## config.mk

```make
export PLATFORM = sky130hd
export DESIGN_NAME = uart_rx_resync
export DESIGN_NICKNAME = d
export VERILOG_FILES = /design/src/rtl/uart_rx_pkg.sv /design/src/rtl/uart_rx_sync.sv /design/src/rtl/uart_rx_tick.sv /design/src/rtl/uart_rx_fsm.sv /design/src/rtl/uart_rx_resync.sv
export SDC_FILE = /design/constraint.sdc
export NUM_CORES = 1
export LEC_CHECK = 0
export ABC_AREA = 1
export BUFFER_PORTS_ARGS = -buffer_cell sky130_fd_sc_hd__buf_2
export CAP_MARGIN = 20
export CORE_ASPECT_RATIO = 0.5
export CORE_UTILIZATION = 55
export DETAILED_ROUTE_END_ITERATION = 16
export HOLD_SLACK_MARGIN = 0.1
export PLACE_DENSITY = 0.75
export SLEW_MARGIN = 20
export SYNTH_ARGS = -nofsm -noshare
export SYNTH_HDL_FRONTEND = slang
export SYNTH_HIERARCHICAL = 1
export SYNTH_SLANG_ARGS = --single-unit
export TNS_END_PERCENT = 5
```

## constraint.sdc

```tcl
create_clock -name clk_i -period 2.5 [get_ports clk_i]
set_input_delay 0.125 -clock clk_i [delete_from_list [all_inputs] [get_ports clk_i]]
set_output_delay 0.125 -clock clk_i [all_outputs]
set_load 0.1 [all_outputs]
```

## src/rtl/uart_rx_pkg.sv

```systemverilog
package uart_rx_pkg;
  localparam int unsigned DATA_BITS = 8;
  localparam int unsigned ST_W      = $clog2(DATA_BITS + 3);
  typedef logic [ST_W-1:0] rx_state_t;
  localparam rx_state_t ST_HUNT  = rx_state_t'(0);
  localparam rx_state_t ST_FIRST = rx_state_t'(1);
  localparam rx_state_t ST_STOP  = rx_state_t'(DATA_BITS + 1);
  localparam rx_state_t ST_IDLE  = rx_state_t'(DATA_BITS + 2);
endpackage

```

## src/rtl/uart_rx_sync.sv

```systemverilog
module uart_rx_sync #(
  parameter int unsigned STAGES = 2
) (
  input  logic clk_i,
  input  logic rst_ni,
  input  logic d_i,
  output logic q_o
);
  logic [STAGES-1:0] stage_q;

  generate
    for (genvar i = 0; i < STAGES; i++) begin : g_stage
      always_ff @(posedge clk_i or negedge rst_ni) begin
        if (!rst_ni)     stage_q[i] <= 1'b0;
        else if (i == 0) stage_q[i] <= d_i;
        else             stage_q[i] <= stage_q[(i == 0) ? 0 : i-1];
      end
    end
  endgenerate

  assign q_o = stage_q[STAGES-1];
endmodule

```

## src/rtl/uart_rx_tick.sv

```systemverilog
module uart_rx_tick #(
  parameter int unsigned TICK_W = 16
) (
  input  logic              clk_i,
  input  logic              rst_ni,
  output logic [TICK_W-1:0] tick_o
);
  always_ff @(posedge clk_i or negedge rst_ni) begin
    if (!rst_ni) tick_o <= '0;
    else         tick_o <= tick_o + 1'b1;
  end
endmodule

```

## src/rtl/uart_rx_fsm.sv

```systemverilog
module uart_rx_fsm
  import uart_rx_pkg::*;
#(
  parameter int unsigned TICK_W = 16
) (
  input  logic                 clk_i,
  input  logic                 rst_ni,
  input  logic                 line_i,
  input  logic [TICK_W-1:0]    tick_i,
  input  logic [TICK_W-1:0]    bit_ticks_i,
  input  logic [TICK_W-1:0]    bit15_ticks_i,
  output logic [DATA_BITS-1:0] data_o,
  output logic                 ready_o,
  output logic                 frame_err_o,
  output rx_state_t            state_o
);
  rx_state_t           state_q;
  logic                chk_q;
  logic [TICK_W-1:0]   edge_q, due_q;
  logic [DATA_BITS-1:0] shift_q, data_q;
  logic                ready_q, err_q;
  logic                hit;
  logic [TICK_W-1:0]   half_ticks;

  assign hit        = (tick_i == due_q);
  assign half_ticks = bit_ticks_i >> 1;

  always_ff @(posedge clk_i or negedge rst_ni) begin
    if (!rst_ni) begin
      state_q <= ST_IDLE;
      chk_q   <= 1'b0;
      edge_q  <= '0;
      due_q   <= '0;
      shift_q <= '0;
      data_q  <= '0;
      ready_q <= 1'b0;
      err_q   <= 1'b0;
    end else begin
      ready_q <= 1'b0;
      err_q   <= 1'b0;
      if (state_q == ST_IDLE) begin
        if (line_i) state_q <= ST_HUNT;
      end else if (state_q == ST_HUNT) begin
        if (!chk_q) begin
          if (!line_i) begin
            chk_q  <= 1'b1;
            edge_q <= tick_i;
            due_q  <= tick_i + half_ticks;
          end
        end else if (hit) begin
          chk_q <= 1'b0;
          // glitch rejection: line must still be low mid start bit
          if (!line_i) begin
            state_q <= ST_FIRST;
            shift_q <= '0;
            due_q   <= edge_q + bit15_ticks_i;
          end
        end
      end else if (state_q == ST_STOP) begin
        if (hit) begin
          if (line_i) begin
            data_q  <= shift_q;
            ready_q <= 1'b1;
            state_q <= ST_HUNT;
          end else begin
            err_q   <= 1'b1;
            state_q <= ST_IDLE;
          end
        end
      end else if (hit) begin
        shift_q <= {line_i, shift_q[DATA_BITS-1:1]};
        state_q <= state_q + 1'b1;
        // next point from scheduled time, not from actual sample
        due_q   <= due_q + bit_ticks_i;
      end
    end
  end

  assign data_o      = data_q;
  assign ready_o     = ready_q;
  assign frame_err_o = err_q;
  assign state_o     = state_q;


  ready_src_chk: assert property (@(posedge clk_i) disable iff (!rst_ni)
    ready_o |-> (state_o == ST_HUNT && $past(state_o) == ST_STOP));

  ready_pulse_chk: assert property (@(posedge clk_i) disable iff (!rst_ni)
    ready_o |=> !ready_o);

  err_src_chk: assert property (@(posedge clk_i) disable iff (!rst_ni)
    frame_err_o |-> (state_o == ST_IDLE && $past(state_o) == ST_STOP));

  err_excl_chk: assert property (@(posedge clk_i) disable iff (!rst_ni)
    !(ready_o && frame_err_o));

  data_hold_chk: assert property (@(posedge clk_i) disable iff (!rst_ni)
    !ready_o |-> $stable(data_o));

  data_step_chk: assert property (@(posedge clk_i) disable iff (!rst_ni)
    ($past(state_o) >= ST_FIRST && $past(state_o) < ST_STOP && state_o != $past(state_o))
      |-> (state_o == $past(state_o) + 1'b1));

  idle_exit_chk: assert property (@(posedge clk_i) disable iff (!rst_ni)
    ($past(state_o) == ST_IDLE && state_o != ST_IDLE) |-> (state_o == ST_HUNT && $past(line_i)));

  hunt_exit_chk: assert property (@(posedge clk_i) disable iff (!rst_ni)
    ($past(state_o) == ST_HUNT && state_o != ST_HUNT) |-> state_o == ST_FIRST);
endmodule

```

## src/rtl/uart_rx_resync.sv

```systemverilog
module uart_rx_resync
  import uart_rx_pkg::*;
#(
  parameter int unsigned TICK_W      = 16,
  parameter int unsigned SYNC_STAGES = 2
) (
  input  logic                 clk_i,
  input  logic                 rst_ni,
  input  logic                 rx_i,
  input  logic [TICK_W-1:0]    bit_ticks_i,
  input  logic [TICK_W-1:0]    bit15_ticks_i,
  output logic [DATA_BITS-1:0] data_o,
  output logic                 ready_o,
  output logic                 frame_err_o,
  output logic [ST_W-1:0]      state_o
);
  logic              line_s;
  logic [TICK_W-1:0] tick;

  uart_rx_sync #(.STAGES(SYNC_STAGES)) u_sync (
    .clk_i (clk_i),
    .rst_ni(rst_ni),
    .d_i   (rx_i),
    .q_o   (line_s)
  );

  uart_rx_tick #(.TICK_W(TICK_W)) u_tick (
    .clk_i (clk_i),
    .rst_ni(rst_ni),
    .tick_o(tick)
  );

  uart_rx_fsm #(.TICK_W(TICK_W)) u_fsm (
    .clk_i        (clk_i),
    .rst_ni       (rst_ni),
    .line_i       (line_s),
    .tick_i       (tick),
    .bit_ticks_i  (bit_ticks_i),
    .bit15_ticks_i(bit15_ticks_i),
    .data_o       (data_o),
    .ready_o      (ready_o),
    .frame_err_o  (frame_err_o),
    .state_o      (state_o)
  );
endmodule

```

==> run metrics <==
status finished, final reports clean; number of diodes 0; global-route wire length before repair ~27000 um; RSZ-0062 raised after global routing false; routed len/inst ~15 um; Worst setup SP type register; Final nets slightly above 1000; Hold/Removal Path Class primary input to register; post-DR vias/cell about 5.5; fillers between 900 and 1000; clk buf depth 2; CP required around 2.7 ns; cell area after synthesis roughly 6200 um2; vias in the first global route about 5600; Rel. slew slack 37.7%; endpoints failing hold 0; maximum number of pins on one net before global-route repair 74; latest clock arrival within the worst-skew pair roughly 0.34 ns; part of the cycle the worst path needs roughly 90%; maximum vdd drop between 0.3 and 0.4 mV; # port buffers 48; FMAX between 400 and 500 MHz; clk slew on worst S/H paths 0.06 ns; slowest CP cell dfstp_2; largest fanout on the critical path 22; top-level port count roughly 50; Hold WS approximately 0.25 ns; detailed-router iteration count before antenna repair 5; Top delay family on crit path simple AND/OR/NAND/NOR gates; CP Capture Type register; via count 5945; setup bufs post-CTS 0; Worst Tran Pin Value roughly 0.93 ns; die area 11600 um2; gr ovfl total 0; Global Route met2 Usage between 40% and 50%; Core Rows 26; commonest non-fill, non-tap cell in the layout nand2_1; final wirelength between 15000 and 20000 um; Setup Crit Path Kind register to register; skew final just over 0.006 ns; Lkg Pwr 3.97 nW; CTS tree done; root buf cell clkbuf_16; slowest cell delay on critical path 0.56 ns; initial drt markers between 400 and 500; post-cts gate resize count 0; TNS Setup 0 ns; global routing usage on met3 between 6 and 7%; most frequent cells in the layout nand2_1, inv_1, nor2_1; Worst Path Buf+Inv 1; Post-Place Cells ~1100; clock sink total between 70 and 80; Total Power approximately 3 mW; post-synthesis sequential element count 73; cell count after synthesis slightly below 900; Area after DPL 6530 um2; height of the die roughly 77 um; # setup viols final 0; Avg Inst Size Synth 6.93 um2; Die Wd between 150 and 200 um; post-route setup slack approximately 0.29 ns; Layout area overhead 11.7%; Final Cell Area between 6000 and 7000 um2; TritonCTS Buffers 9; share of layout cells above drive strength 1 between 10% and 20%; synthesized net count 975; Most Crowded Layer GR met2; core area ~11000 um2; Final Non-Filler Cells approximately 1100; DRT antenna net count 0; final period demand of the worst path about 2.2 ns; GP Congestion 0.938; drt drc 0; power per cell area between 400 and 500 nW/um2; detailed placement HPWL approximately 12000 um; CTS H-tree lvls 3; Max Transition Viols Final 0; Max-Cap Viols 0; met1 Track Usage GR between 40% and 50%; Synth cell types 43; post-route core utilization around two thirds; CP arrival about 2.4 ns; initial antenna violation count 0; YS warnings 6; cts hold-fix bufs 2; CP Cell Sequence inv_1, ha_1, nand3_4, nor2_1, nor3_2, nand3_2, nand2_1, o21ai_2; sequential share of the synthesized area 29.7%; Initial Utilization 58.4%; gr usage total 29.6%; Setup WS pre-CTS about 0.33 ns
## power by group
group	leakage, nW	switching [mW]	internal, mW
logic	2.87	0.271	0.158
clock network	0.149	0.528	0.877
registers	0.954	0.0174	1.20
## logic make-up (layout without fill, tap and decap cells)
group	Yosys count	after routing	share of synthesized area [%]
xor+xnor	34	34	4.84
fa+ha+maj	53	53	11.1
mux	14	14	2.56
flops	73	73	29.7
buf+inv	127	186	8.34
compound gates	111	111	10.1
simple gates	475	475	33.2
## worst paths after layout
kind,from,endpoint,slack [ns],cells after the start
max,u_fsm/state_o[1],u_fsm/shift_q[4],0.29,8
min,bit_ticks_i[0],u_fsm/due_q[0],0.25,4
max reg2reg,u_fsm/state_o[1],u_fsm/shift_q[4],0.29,8
min reg2reg,u_sync/stage_q[0],u_sync/q_o,0.35,0
max in group asynchronous,rst_ni,u_fsm/shift_q[7],1.42,2
min in group asynchronous,rst_ni,u_fsm/edge_q[2],0.46,2
## Yosys cell counts, drive strengths merged
master / number / area [um2]
nand2: 302 / 1150
inv: 115 / 434
nor2: 82 / 340
dfrtp: 71 / 1780
nand3: 59 / 323
a21oi: 56 / 288
ha: 50 / 626
o21ai: 44 / 250
xor2: 26 / 228
mux2: 14 / 158
buf: 10 / 71.3
nand3b: 10 / 75.1
nand4: 8 / 65.1
xnor2: 8 / 70.1
nor3: 5 / 30.0
and2: 3 / 18.8
fa: 3 / 60.1
o211ai: 3 / 22.5
o21bai: 3 / 22.5
or2: 3 / 18.8
a21o: 2 / 15.0
and3: 2 / 12.5
clkbuf: 2 / 7.51
dfstp: 2 / 52.6
o221ai: 2 / 17.5
a211oi: 1 / 7.51
nor3b: 1 / 7.51
## sequential cells by signal (all words and copies together) (netlist names), 4 cells and up
name and cells:
u_fsm/edge_q 16, u_tick/tick_o 16, u_fsm/due_q 16, u_fsm/state_o 4, u_fsm/data_o 8, u_fsm/shift_q 8
## routing by layer
metal	vias to the layer above	share of wire, %
li1	2958	-
met1	2763	50
met2	204	41
met3	20	7.7
met4	0	1.3
met5	-	0
## cell type report
class                           count  area [um2]  area share [%]
Clock buffer                       10         229            3.33
Clock inverter                      6        92.6            1.35
Tap cell                          140         175            2.55
Timing Repair Buffer               55         300            4.37
Sequential cell                    73        1830            26.6
Multi-Input combinational cell    687        3810            55.4
Inverter                          115         434            6.32
## worst reg2reg max path: stages (launching register included)
cell	delay (ns)
dfstp_2	0.56
inv_1	0.08
ha_1	0.21
nand3_4	0.26
nor2_1	0.12
nor3_2	0.23
nand3_2	0.35
nand2_1	0.21
o21ai_2	0.07
No activity file was read; power rests on OpenSTA's default activity.
